### src/rtl/winptr_pkg.sv
package winptr_pkg;

  typedef enum logic [2:0] {
    OP_NONE    = 3'd0,
    OP_SAVE    = 3'd1,
    OP_RESTORE = 3'd2,
    OP_RETT    = 3'd3,
    OP_WRSTAT  = 3'd4
  } winop_e;

  typedef enum logic [1:0] {
    TRAP_NONE = 2'd0,
    TRAP_WOVF = 2'd1,
    TRAP_WUNF = 2'd2,
    TRAP_ILL  = 2'd3
  } trap_e;

  localparam int SW_PTR_W  = 5;
  localparam int SW_ET_BIT = 5;
  localparam int SW_PS_BIT = 6;
  localparam int SW_S_BIT  = 7;
  localparam int SW_PIL_LO = 8;
  localparam int SW_EF_BIT = 12;
  localparam int SW_CC_LO  = 20;

  typedef struct packed {
    logic [3:0] cc;
    logic       ef;
    logic [3:0] pil;
    logic       sup;
    logic       psup;
    logic       et;
  } stat_t;

endpackage

### src/rtl/winptr_step.sv
module winptr_step #(
  parameter int NWIN = 8,
  parameter int PW   = 3
) (
  input  logic [PW-1:0] cur,
  output logic [PW-1:0] dn,
  output logic [PW-1:0] up
);
  localparam logic [PW-1:0] LAST = PW'(NWIN - 1);

  always_comb begin
    if (cur == '0) dn = LAST;
    else           dn = cur - PW'(1);
    if (cur == LAST) up = '0;
    else             up = cur + PW'(1);
  end
endmodule

### src/rtl/winptr_mask_chk.sv
module winptr_mask_chk #(
  parameter int NWIN = 8,
  parameter int PW   = 3
) (
  input  logic [NWIN-1:0] wim,
  input  logic [PW-1:0]   dn,
  input  logic [PW-1:0]   up,
  output logic            dn_blocked,
  output logic            up_blocked
);
  logic [NWIN-1:0] dn_hot;
  logic [NWIN-1:0] up_hot;

  for (genvar i = 0; i < NWIN; i++) begin : g_dec
    assign dn_hot[i] = (dn == PW'(i)) && wim[i];
    assign up_hot[i] = (up == PW'(i)) && wim[i];
  end

  assign dn_blocked = |dn_hot;
  assign up_blocked = |up_hot;
endmodule

### src/rtl/winptr_stat_pack.sv
module winptr_stat_pack #(
  parameter int PW = 3
) (
  input  winptr_pkg::stat_t st,
  input  logic [PW-1:0]     ptr,
  output logic [31:0]       word
);
  import winptr_pkg::*;

  always_comb begin
    word = '0;
    word[PW-1:0]             = ptr;
    word[SW_ET_BIT]          = st.et;
    word[SW_PS_BIT]          = st.psup;
    word[SW_S_BIT]           = st.sup;
    word[SW_PIL_LO +: 4]     = st.pil;
    word[SW_EF_BIT]          = st.ef;
    word[SW_CC_LO +: 4]      = st.cc;
  end
endmodule

### src/rtl/winptr_ctrl.sv
module winptr_ctrl #(
  parameter int NWIN = 8,
  parameter int PW   = (NWIN > 1) ? $clog2(NWIN) : 1
) (
  input  logic            clk,
  input  logic            rst,
  input  logic            op_valid,
  input  logic [2:0]      op_code,
  input  logic [31:0]     wr_data,
  input  logic [NWIN-1:0] wim,
  output logic [PW-1:0]   cwp,
  output logic [31:0]     status_word,
  output logic [PW+3:0]   base_row,
  output logic            trap_valid,
  output logic [1:0]      trap_code
);
  import winptr_pkg::*;

  localparam int RW = PW + 4;

  logic [PW-1:0] cwp_q, cwp_d;
  logic [PW-1:0] ptr_dn, ptr_up;
  logic          dn_blk, up_blk;
  stat_t         st_q, st_d;
  trap_e         trap_d;
  logic [RW-1:0] base_q;
  logic          wr_ptr_bad;
  winop_e        op;

  assign op         = winop_e'(op_code);
  assign wr_ptr_bad = int'(wr_data[SW_PTR_W-1:0]) >= NWIN;

  winptr_step #(.NWIN(NWIN), .PW(PW)) u_step (
    .cur (cwp_q),
    .dn  (ptr_dn),
    .up  (ptr_up)
  );

  winptr_mask_chk #(.NWIN(NWIN), .PW(PW)) u_mask (
    .wim        (wim),
    .dn         (ptr_dn),
    .up         (ptr_up),
    .dn_blocked (dn_blk),
    .up_blocked (up_blk)
  );

  always_comb begin
    cwp_d  = cwp_q;
    st_d   = st_q;
    trap_d = TRAP_NONE;
    if (op_valid) begin
      case (op)
        OP_SAVE: begin
          if (dn_blk) trap_d = TRAP_WOVF;
          else        cwp_d  = ptr_dn;
        end
        OP_RESTORE: begin
          if (up_blk) trap_d = TRAP_WUNF;
          else        cwp_d  = ptr_up;
        end
        OP_RETT: begin
          if (st_q.et) begin
            trap_d = TRAP_ILL;
          end else if (up_blk) begin
            trap_d = TRAP_WUNF;
          end else begin
            cwp_d      = ptr_up;
            st_d.et    = 1'b1;
            st_d.sup   = st_q.psup;
          end
        end
        OP_WRSTAT: begin
          if (wr_ptr_bad) begin
            trap_d = TRAP_ILL;
          end else begin
            cwp_d     = wr_data[PW-1:0];
            st_d.et   = wr_data[SW_ET_BIT];
            st_d.psup = wr_data[SW_PS_BIT];
            st_d.sup  = wr_data[SW_S_BIT];
            st_d.pil  = wr_data[SW_PIL_LO +: 4];
            st_d.ef   = wr_data[SW_EF_BIT];
            st_d.cc   = wr_data[SW_CC_LO +: 4];
          end
        end
        default: ;
      endcase
    end
  end

  always_ff @(posedge clk) begin
    if (rst) begin
      cwp_q      <= '0;
      st_q       <= '0;
      st_q.sup   <= 1'b1;
      base_q     <= '0;
      trap_valid <= 1'b0;
      trap_code  <= 2'd0;
    end else begin
      cwp_q      <= cwp_d;
      st_q       <= st_d;
      base_q     <= {cwp_d, 4'b0000};
      trap_valid <= (trap_d != TRAP_NONE);
      trap_code  <= trap_d;
    end
  end

  winptr_stat_pack #(.PW(PW)) u_pack (
    .st   (st_q),
    .ptr  (cwp_q),
    .word (status_word)
  );

  assign cwp      = cwp_q;
  assign base_row = base_q;
endmodule

### config.mk
export PLATFORM = sky130hd
export DESIGN_NAME = winptr_ctrl
export DESIGN_NICKNAME = d
export VERILOG_FILES = /design/src/rtl/winptr_pkg.sv /design/src/rtl/winptr_step.sv /design/src/rtl/winptr_mask_chk.sv /design/src/rtl/winptr_stat_pack.sv /design/src/rtl/winptr_ctrl.sv
export SDC_FILE = /design/constraint.sdc
export NUM_CORES = 1
export LEC_CHECK = 0
export BUFFER_PORTS_ARGS = -buffer_cell sky130_fd_sc_hd__buf_2
export CORE_MARGIN = 3
export CORE_UTILIZATION = 30
export DETAILED_ROUTE_END_ITERATION = 10
export SYNTH_ARGS = -nofsm -noshare
export SYNTH_HDL_FRONTEND = slang
export SYNTH_SLANG_ARGS = --single-unit
### constraint.sdc
create_clock -name clk -period 5.9 [get_ports clk]
set_input_delay 0.59 -clock clk [delete_from_list [all_inputs] [get_ports clk]]
set_output_delay 0.59 -clock clk [all_outputs]
set_load 0.01 [all_outputs]
==> flow_metrics.env <==
export IMPL_status="completed"
export IMPL_multi_input_area_um2=822
export IMPL_crit_family="compound AO/OA/AOI/OAI gates"
export IMPL_synth_main_ff_cell="dfxtp_1"
export IMPL_switching_power_uw=90.5
export IMPL_die_y_um=73.2
export IMPL_startpoint_type="flop"
export IMPL_wl_mm=3.11
export IMPL_arrival_ps=2490
export IMPL_fillers=460
export IMPL_tritoncts="yes"
export IMPL_dr_first_iter_drc_count=35
export IMPL_layoutNonFillerInstCount=262
export IMPL_cp_num_buf_inv=1
export IMPL_die_area_um2=5360
export IMPL_total_power_uw=308
export IMPL_preCtsSetupSlack_ps=3530
export IMPL_max_stage_delay_ps=540
export IMPL_crit_required_ps=6010
export IMPL_finalMaxSlewViolations=0
export IMPL_hold_depth=2
export IMPL_setup_violations=0
export IMPL_post_cts_resize_count=0
export IMPL_timing_setup_tns_ps=0
export IMPL_timing_rr_start="base_row[4]"
export IMPL_cts_sinks=18
export IMPL_maxCapViolCount=0
export IMPL_pin_count=91
export IMPL_worst_slack_ps=3520
export IMPL_p_leak_uw=0.000764
export IMPL_dp_hpwl_mm=2.57
export IMPL_period_minus_slack_ps=2380
export IMPL_rows=23
export IMPL_fin_crit_sh=0.404
export IMPL_syn_cell_area_um2=1360
export IMPL_start_util=0.325
export IMPL_core_um2=4170
export IMPL_grt_overflow=0
export IMPL_drive_above_1_share=0.311
export IMPL_finalHoldViolCount=0
export IMPL_ys_warn_count=0
export IMPL_critPathSlowestCell="dfxtp_1"
export IMPL_min_to="st_q[5]"
export IMPL_tightest_slew_ps=616
export IMPL_num_antenna_cells=0
export IMPL_min_path_type="reg -> reg"
export IMPL_ctsHoldBuffers=0
export IMPL_port_buffer_count=54
export IMPL_via_count=1225
export IMPL_cts_root_buf="clkbuf_8"
export IMPL_ys_async_sr_fraction=0
export IMPL_synth_edf_count=0
export IMPL_slew_headroom=0.587
export IMPL_rsz0062_at_grt="false"
export IMPL_internal_power_uw=218
export IMPL_clk_pin_slew_ps=70
export IMPL_r2r_end="base_row[5]"
export IMPL_synthDistinctLibCells=40
export IMPL_vias_per_cell=4.68
export IMPL_powerDensity_nw_per_um2=193
export IMPL_synth_seq_area_share=0.266
export IMPL_worstSetupEndpointType="flop"
export IMPL_post_cts_setup_buffer_count=0
export IMPL_synth_seq_cells=18
export IMPL_cts_buffer_depth=2
export IMPL_syn_area_per_cell_um2=8.17
export IMPL_gp_congestion=0.773
export IMPL_critPathKind="reg -> reg"
export IMPL_wl_per_cell_um=11.9
export IMPL_numCtsBuffers=3
export IMPL_rr_worst_depth=7
export IMPL_critical_path_max_fanout=9
export IMPL_grt_pass1_vias=1046
export IMPL_htreeDepth=1
export IMPL_power_share_combinational=0.266
export IMPL_dp_cells=258
export IMPL_drc=0
export IMPL_grtUsageTotal=0.111
export IMPL_max_freq_mhz=420
export IMPL_antenna_left=0
export IMPL_min_from="st_q[5]"
export IMPL_power_frac_clock=0.310
export IMPL_area_growth_pct=17.4
export IMPL_max_vdd_ir_drop_v=0.0000962
export IMPL_grt_max_degree=20
export IMPL_switching_share=0.294
export IMPL_fin_skew_ps=5.71
export IMPL_grt_pass1_wl_mm=4.83
export IMPL_regArea_um2=360
export IMPL_seq_power_share=0.424
export IMPL_syn_inst=166
export IMPL_insertion_delay_ps=250
export IMPL_nNetsFinal=267
export IMPL_die_w_um=73.2
export IMPL_ff2ff_setup_slack_ps=3520
export IMPL_path_cells="inv_1, ha_1, or3_4, a211o_1, a31o_4, o311ai_4, o41ai_2"
export IMPL_drt_pass1_iterations=4
export IMPL_utilization=0.382
export IMPL_grt_antenna_before_repair=0
## registers in the layout, indices dropped and copies added (netlist names)
| name | count |
|---|---|
| base_row | 3 |
| st_q | 12 |
| trap_code | 2 |
| trap_valid | 1 |
## metal layers
metal / track usage / up-vias / part of all wire
met5: 0 / - / 0
met4: 0.0246 / 0 / 0.0077
met3: 0.0165 / 2 / 0.082
met2: 0.182 / 53 / 0.47
met1: 0.154 / 532 / 0.44
li1: - / 638 / -
## synth_stat cells, types with 3 or more instances
cell type | count | area (um2)
ha_1 | 8 | 100
a22oi_1 | 6 | 45.0
nor3_1 | 4 | 20.0
nand2_1 | 24 | 90.1
dfxtp_1 | 18 | 360
buf_4 | 28 | 210
a211oi_1 | 5 | 37.5
inv_1 | 6 | 22.5
a21oi_1 | 13 | 65.1
nor2_1 | 8 | 30.0
a31oi_1 | 4 | 25.0
nand4_1 | 3 | 18.8
nand3_1 | 3 | 15.0
## cell type report
cell class | instances | share of cell area
Clock buffer | 4 | 0.0346
Multi-Input combinational cell | 130 | 0.516
Sequential cell | 18 | 0.226
Timing Repair Buffer | 54 | 0.170
Tap cell | 50 | 0.0393
Inverter | 6 | 0.0141
## cell families (layout without fill, tap and decap cells)
group | after synthesis | count (layout) | share of synthesized area
adder cells (fa/ha/maj) | 8 | 8 | 0.0738
XOR/XNOR | 1 | 1 | 0.00646
flip-flops | 18 | 18 | 0.266
multiplexers | 1 | 1 | 0.00738
buffers and inverters | 38 | 64 | 0.184
AND/OR/NAND/NOR | 54 | 54 | 0.199
other | 1 | 21 | 0.00276
AO/OA/AOI/OAI | 45 | 45 | 0.261
## power groups by stage
| stage | Clock, uW | Sequential (uW) | Combinational (uW) |
|---|---|---|---|
| after floorplan | 0 | 134 | 69.1 |
| after global placement | 0 | 133 | 81.6 |
| after detailed placement | 0 | 133 | 81.8 |
| after CTS | 100 | 131 | 81.9 |
| after global routing | 105 | 131 | 91.2 |
| final | 95.6 | 131 | 82.0 |
## worst reg2reg max path: stages (launching register included)
cell and delay (ps):
dfxtp_1 540, inv_1 150, ha_1 300, or3_4 370
a211o_1 300, a31o_4 260, o311ai_4 230, o41ai_2 110
## worst max path at each step
stage,from,to,slack (ps),depth (start not counted)
global route,base_row[4],base_row[4],3380,7
floorplan,base_row[5],base_row[5],3710,7
CTS,base_row[4],base_row[5],3520,7
finish,base_row[4],base_row[5],3520,7
global placement,base_row[4],base_row[5],3550,7
detailed placement,base_row[4],base_row[5],3530,7
## through the flow
stage | hold slack, ps | cell area (um2)
after CTS | 454 | 1590
final | 450 | 1590
after global placement | 440 | 1540
after global routing | 476 | 1590
after floorplan | 481 | 1430
after detailed placement | 445 | 1540
## placed cells by master (no fill, tap or decap), types with 3 or more instances in the layout
master	count
buf_2	54
nand2_1	24
conb_1	21
dfxtp_1	18
a21oi_1	13
nor2_1	8
ha_1	8
inv_1	6
a22oi_1	6
a211oi_1	5
nor3_1	4
a31oi_1	4
clkbuf_8	4
nand4_1	3
nand3_1	3
(Power assumes the default switching activity.)
